===== config.mk =====
export PLATFORM = sky130hd
export DESIGN_NAME = pwm_shadow_ctrl
export DESIGN_NICKNAME = d
export VERILOG_FILES = /design/src/rtl/pwm_shadow_pkg.sv /design/src/rtl/pwm_shadow_hold.sv /design/src/rtl/pwm_shadow_policy.sv /design/src/rtl/pwm_shadow_active.sv /design/src/rtl/pwm_shadow_ctrl.sv
export SDC_FILE = /design/constraint.sdc
export NUM_CORES = 1
export LEC_CHECK = 0
export ABC_AREA = 1
export BUFFER_PORTS_ARGS = -buffer_cell sky130_fd_sc_hd__buf_4
export CAP_MARGIN = 20
export CORE_MARGIN = 2
export CORE_UTILIZATION = 55
export CTS_BUF_LIST = sky130_fd_sc_hd__clkbuf_4
export CTS_CLUSTER_DIAMETER = 50
export DETAILED_ROUTE_END_ITERATION = 16
export PLACE_DENSITY = 0.8
export SLEW_MARGIN = 10
export SYNTH_ARGS = -nofsm -noshare
export SYNTH_HDL_FRONTEND = slang
export SYNTH_HIERARCHICAL = 1
export SYNTH_SLANG_ARGS = --single-unit

===== constraint.sdc =====
create_clock -name clk -period 4.04 [get_ports clk]
set_input_delay 0.202 -clock clk [delete_from_list [all_inputs] [get_ports clk]]
set_output_delay 0.202 -clock clk [all_outputs]
set_load 0.02 [all_outputs]

===== src/rtl/pwm_shadow_pkg.sv =====
// Package: shared field indices, address map and control bit positions
// for the PWM shadow register update controller.
package pwm_shadow_pkg;
    localparam int NCMP   = 4;  // compare registers
    localparam int NFIELD = 6;  // compares + configuration + mode
    localparam int ADDR_W = 4;

    localparam int F_SET_A = 0;
    localparam int F_RST_A = 1;
    localparam int F_SET_B = 2;
    localparam int F_RST_B = 3;
    localparam int F_CFG   = 4;
    localparam int F_MODE  = 5;

    localparam logic [ADDR_W-1:0] ADDR_RSTB_HI = 4'd7;
    localparam logic [ADDR_W-1:0] ADDR_CFG     = 4'd8;
    localparam logic [ADDR_W-1:0] ADDR_MODE    = 4'd9;
    localparam logic [ADDR_W-1:0] ADDR_CTRL    = 4'd10;

    localparam int CTRL_LOCK  = 0;
    localparam int CTRL_ALOCK = 1;
    localparam int CTRL_MIRR  = 2;
endpackage


===== src/rtl/pwm_shadow_hold.sv =====
// Holding bank: stages compare low bytes and commits full values on the
// high-byte write (or on the single configuration/mode write).
// Assumes 8 < CMP_W <= 16 and CFG_W, MODE_W <= 8.
module pwm_shadow_hold
    import pwm_shadow_pkg::*;
#(
    parameter int CMP_W  = 12,
    parameter int CFG_W  = 4,
    parameter int MODE_W = 2
) (
    input  logic                          clk,
    input  logic                          rst_n,
    input  logic                          wr_en,
    input  logic [ADDR_W-1:0]             wr_addr,
    input  logic [7:0]                    wr_data,
    output logic [NFIELD-1:0]             commit,
    output logic [CMP_W-1:0]              commit_val,
    output logic [NFIELD-1:0][CMP_W-1:0]  hold_q
);
    localparam int HI_W = CMP_W - 8;

    logic [7:0] lo_q [NCMP];

    // Decode which field a write commits this clock.
    always_comb begin
        commit = '0;
        for (int k = 0; k < NCMP; k++)
            commit[k] = wr_en && (wr_addr == ADDR_W'(2 * k + 1));
        commit[F_CFG]  = wr_en && (wr_addr == ADDR_CFG);
        commit[F_MODE] = wr_en && (wr_addr == ADDR_MODE);
    end

    // Form the value being committed, zero-extended to CMP_W.
    always_comb begin
        commit_val = '0;
        if (wr_addr == ADDR_CFG)
            commit_val[CFG_W-1:0] = wr_data[CFG_W-1:0];
        else if (wr_addr == ADDR_MODE)
            commit_val[MODE_W-1:0] = wr_data[MODE_W-1:0];
        else
            commit_val = {wr_data[HI_W-1:0], lo_q[wr_addr[2:1]]};
    end

    for (genvar k = 0; k < NCMP; k++) begin : g_cmp
        // Stage the low byte of compare k.
        always_ff @(posedge clk) begin
            if (!rst_n)
                lo_q[k] <= '0;
            else if (wr_en && wr_addr == ADDR_W'(2 * k))
                lo_q[k] <= wr_data;
        end
    end

    for (genvar f = 0; f < NFIELD; f++) begin : g_hold
        // Keep the last committed value of field f.
        always_ff @(posedge clk) begin
            if (!rst_n)
                hold_q[f] <= '0;
            else if (commit[f])
                hold_q[f] <= commit_val;
        end
    end
endmodule


===== src/rtl/pwm_shadow_policy.sv =====
// Transfer policy: holds the control bits, the end-of-cycle-sampled
// auto-lock, the sticky pending flag, and decides when the set moves.
// Assumes eoc is a single-clock pulse.
module pwm_shadow_policy
    import pwm_shadow_pkg::*;
(
    input  logic              clk,
    input  logic              rst_n,
    input  logic              wr_en,
    input  logic [ADDR_W-1:0] wr_addr,
    input  logic [7:0]        wr_data,
    input  logic              run,
    input  logic              eoc,
    output logic              xfer,
    output logic              lock_q,
    output logic              al_eff_q,
    output logic              pend_q,
    output logic              mirror_q
);
    logic al_req_q;

    // Control register written directly from the bus.
    always_ff @(posedge clk) begin
        if (!rst_n) begin
            lock_q   <= 1'b0;
            al_req_q <= 1'b0;
            mirror_q <= 1'b0;
        end else if (wr_en && wr_addr == ADDR_CTRL) begin
            lock_q   <= wr_data[CTRL_LOCK];
            al_req_q <= wr_data[CTRL_ALOCK];
            mirror_q <= wr_data[CTRL_MIRR];
        end
    end

    // Auto-lock becomes effective only at an end-of-cycle pulse.
    always_ff @(posedge clk) begin
        if (!rst_n)
            al_eff_q <= 1'b0;
        else if (eoc)
            al_eff_q <= al_req_q;
    end

    // Auto-lock wins over lock; otherwise lock vetoes the transfer.
    assign xfer = run && eoc && (al_eff_q ? pend_q : !lock_q);

    // Sticky trigger: set by a running reset-B high write, cleared by transfer.
    always_ff @(posedge clk) begin
        if (!rst_n)
            pend_q <= 1'b0;
        else if (run && wr_en && wr_addr == ADDR_RSTB_HI)
            pend_q <= 1'b1;
        else if (xfer)
            pend_q <= 1'b0;
    end
endmodule


===== src/rtl/pwm_shadow_active.sv =====
// Active bank: loads all fields on a transfer, or one field straight
// from the bus while stopped; applies the mirror selection at the output.
// Assumes xfer is only asserted while running.
module pwm_shadow_active
    import pwm_shadow_pkg::*;
#(
    parameter int CMP_W  = 12,
    parameter int CFG_W  = 4,
    parameter int MODE_W = 2
) (
    input  logic                          clk,
    input  logic                          rst_n,
    input  logic                          run,
    input  logic                          xfer,
    input  logic                          mirror,
    input  logic [NFIELD-1:0]             commit,
    input  logic [CMP_W-1:0]              commit_val,
    input  logic [NFIELD-1:0][CMP_W-1:0]  hold_q,
    output logic [CMP_W-1:0]              act_set_a,
    output logic [CMP_W-1:0]              act_rst_a,
    output logic [CMP_W-1:0]              act_set_b,
    output logic [CMP_W-1:0]              act_rst_b,
    output logic [CFG_W-1:0]              act_cfg,
    output logic [MODE_W-1:0]             act_mode
);
    logic [NFIELD-1:0][CMP_W-1:0] act_q;

    for (genvar f = 0; f < NFIELD; f++) begin : g_act
        // Update field f from the holding set or the stopped-mode write.
        always_ff @(posedge clk) begin
            if (!rst_n)
                act_q[f] <= '0;
            else if (xfer)
                act_q[f] <= hold_q[f];
            else if (!run && commit[f])
                act_q[f] <= commit_val;
        end
    end

    // Output view, with output A borrowing output B's pair in mirror mode.
    always_comb begin
        act_set_b = act_q[F_SET_B];
        act_rst_b = act_q[F_RST_B];
        act_set_a = mirror ? act_q[F_SET_B] : act_q[F_SET_A];
        act_rst_a = mirror ? act_q[F_RST_B] : act_q[F_RST_A];
        act_cfg   = act_q[F_CFG][CFG_W-1:0];
        act_mode  = act_q[F_MODE][MODE_W-1:0];
    end
endmodule


===== src/rtl/pwm_shadow_ctrl.sv =====
// Top: double-buffered compare/configuration set for a two-output PWM.
// Connects the holding bank, the transfer policy and the active bank.
// Assumes a single write port and an end-of-cycle pulse from the counter.
module pwm_shadow_ctrl
    import pwm_shadow_pkg::*;
#(
    parameter int CMP_W  = 12,
    parameter int CFG_W  = 4,
    parameter int MODE_W = 2
) (
    input  logic              clk,
    input  logic              rst_n,
    input  logic              wr_en,
    input  logic [3:0]        wr_addr,
    input  logic [7:0]        wr_data,
    input  logic              run,
    input  logic              eoc,
    output logic [CMP_W-1:0]  act_set_a,
    output logic [CMP_W-1:0]  act_rst_a,
    output logic [CMP_W-1:0]  act_set_b,
    output logic [CMP_W-1:0]  act_rst_b,
    output logic [CFG_W-1:0]  act_cfg,
    output logic [MODE_W-1:0] act_mode
);
    logic [NFIELD-1:0]            commit;
    logic [CMP_W-1:0]             commit_val;
    logic [NFIELD-1:0][CMP_W-1:0] hold_q;
    logic xfer, lock_q, al_eff_q, pend_q, mirror_q;

    pwm_shadow_hold #(.CMP_W(CMP_W), .CFG_W(CFG_W), .MODE_W(MODE_W)) u_hold (
        .clk(clk), .rst_n(rst_n), .wr_en(wr_en), .wr_addr(wr_addr),
        .wr_data(wr_data), .commit(commit), .commit_val(commit_val),
        .hold_q(hold_q)
    );

    pwm_shadow_policy u_policy (
        .clk(clk), .rst_n(rst_n), .wr_en(wr_en), .wr_addr(wr_addr),
        .wr_data(wr_data), .run(run), .eoc(eoc), .xfer(xfer),
        .lock_q(lock_q), .al_eff_q(al_eff_q), .pend_q(pend_q),
        .mirror_q(mirror_q)
    );

    pwm_shadow_active #(.CMP_W(CMP_W), .CFG_W(CFG_W), .MODE_W(MODE_W)) u_active (
        .clk(clk), .rst_n(rst_n), .run(run), .xfer(xfer), .mirror(mirror_q),
        .commit(commit), .commit_val(commit_val), .hold_q(hold_q),
        .act_set_a(act_set_a), .act_rst_a(act_rst_a),
        .act_set_b(act_set_b), .act_rst_b(act_rst_b),
        .act_cfg(act_cfg), .act_mode(act_mode)
    );
endmodule


==> results.yml <==
drt:
  wl_um: 16800
  vias_per_cell: 5.03
  drc: 0
  ant_nets: 0
  vias: 6197
  drt-wirelength-per-cell_um: 13.6
  first_pass_iters: 7
  drt_iter0_markers: 635
clock_network:
  numCtsBuffers: 17
  cts_buffer_depth: 2
  cts_tree: "yes"
  cts.sinks: 145
  cts_htree_levels: 4
  cts_setup_buffers: 0
  clk_pin_slew_worst_paths_ps: 110
  insertion_delay_ps: 560
  cts-root-buf: "clkbuf_4"
floorplanning:
  die_h_um: 118
  die_w_um: 118
  start_util_pct: 56.2
  die_area_um2: 13800
  pin_count: 71
  fp.coreArea_um2: 12600
  fp-row-count: 41
run:
  maxCapViolCount: 0
power_and_ir_drop:
  p_int_mw: 2.09
  p_sw_uw: 834
  powerDensity_nw_per_um2: 380
  ir_drop_mv: 0.286
  comb_power_share_pct: 16.5
  pwr-share-clk_pct: 29.4
  p_leak_nw: 3.74
  switching_share_pct: 28.5
  seq_power_share_pct: 54.1
sta:
  tns_ps: 0
  min_period_ps: 2110
  rsz0062_at_grt: "no"
  max_freq_ghz: 0.475
  worst_pin_slew_ps: 1030
  finalMaxSlewViolations: 0
  finalHoldViolations: 0
  skew_ps: 17.1
  period_share_pct: 52.1
  finalWorstSetupSlack_ps: 1930
  finalSetupViolations: 0
  slew_headroom_pct: 31.0
cells_and_area:
  finish.instance_area_um2: 7710
  post-route-util_pct: 61.1
  area_growth_pct: 8.66
  final_cell_mix: "285 x nand2_1, 171 x nor2_1, 113 x dfxtp_1, 106 x inv_1, 86 x nand3_1"
  finalNetCount: 1065
  nFillCells: 1205
  final_common_cell: "nand2_1"
  drive_above_1_share_pct: 11.4
hold_path:
  hp-class: "in -> reg"
  hold_depth: 3
critical_path:
  arrival_ps: 2600
  crit_required_ps: 4540
  crit_path_start_kind: "flip-flop"
  crit_fanout: 35
  r2r_cells: 10
  cp-end-kind: "flip-flop"
  criticalPathCategory: "reg -> reg"
global_route:
  track_usage_pct: 24.9
  grt_pass1_wl_um: 27600
  grt_max_degree: 110
  antenna_found_initial: 2
  first_global_vias: 5703
  overflow: 0
synthesis:
  syn-num-nets: 1044
  yosysWarnings: 6
  synth_area_per_cell_um2: 6.91
  synth_cells: 1027
  netlist_area_um2: 7090
place:
  hpwl_um: 11300
  gp_routability_congestion: 0.899
  place_ws_ps: 1850
  placed_area_um2: 7330
  port_buffers: 70
status:
  status: "finished, final reports clean"
[layout make-up]
| class | count | area (um2) | share of cell area [%] |
|---|---|---|---|
| well taps | 172 | 215 | 2.79 |
| multi-input cells | 683 | 2900 | 37.6 |
| clock inverters | 9 | 92.6 | 1.20 |
| inverters | 112 | 420 | 5.46 |
| flip-flops and latches | 145 | 3220 | 41.8 |
| diodes | 2 | 5.00 | 0.0649 |
| clock buffers | 21 | 158 | 2.05 |
| repair buffers | 89 | 696 | 9.03 |
[power groups by stage]
stage                     Clock (mW)  Sequential [mW]  Combinational [mW]
after floorplan                    0             1.61               0.360
after global placement             0             1.62               0.466
after detailed placement           0             1.62               0.470
after CTS                      0.883             1.58               0.479
after global routing           0.942             1.59               0.537
final                          0.861             1.58               0.483
[what timing repair did]
item	CTS	global route
hold buffers	11	0
resized for setup	0	0
endpoints found under the hold margin	22	0
[flip-flops by register name (all words and copies together) (netlist names), 2 cells and up]
| name | count |
|---|---|
| u_active/act_cfg | 4 |
| u_active/act_mode | 2 |
| u_active/act_q | 24 |
| u_active/act_rst_b | 12 |
| u_active/act_set_b | 12 |
| u_hold/hold_q | 54 |
| u_hold/lo_q | 32 |
[critical path, cell delays in order (launching register included)]
cell and delay, ps:
dfxtp_1 320, inv_1 60, nand2_1 50, nand3_1 90
inv_1 60, inv_2 500, buf_4 450, nand2_1 220
nand2_1 130, nor2_1 60, nor2_1 100
[through the flow]
stage | cells | hold slack (ps) | total power, mW
floorplan | 1027 | 345 | 1.97
global placement | 1189 | 454 | 2.08
detailed placement | 1189 | 458 | 2.09
CTS | 1230 | 9.01 | 2.95
global route | 1233 | 11.9 | 3.07
finish | 1233 | 48.1 | 2.93
[per-layer routing]
metal / GRT usage (%) / wire length, um
met1: 31.2 / 7280
met2: 40.4 / 7820
met3: 6.30 / 1240
met4: 11.2 / 470
met5: 0 / 0
[final timing paths]
path	from	endpoint	slack, ps
min reg2reg	u_policy/al_req_q	u_policy/al_req_q	470
max	u_policy/al_eff_q	u_active/act_set_b[10]	1930
min	wr_en	u_hold/hold_q[50]	50
max reg2reg	u_policy/al_eff_q	u_active/act_set_b[10]	1930
(Power assumes the default switching activity.)
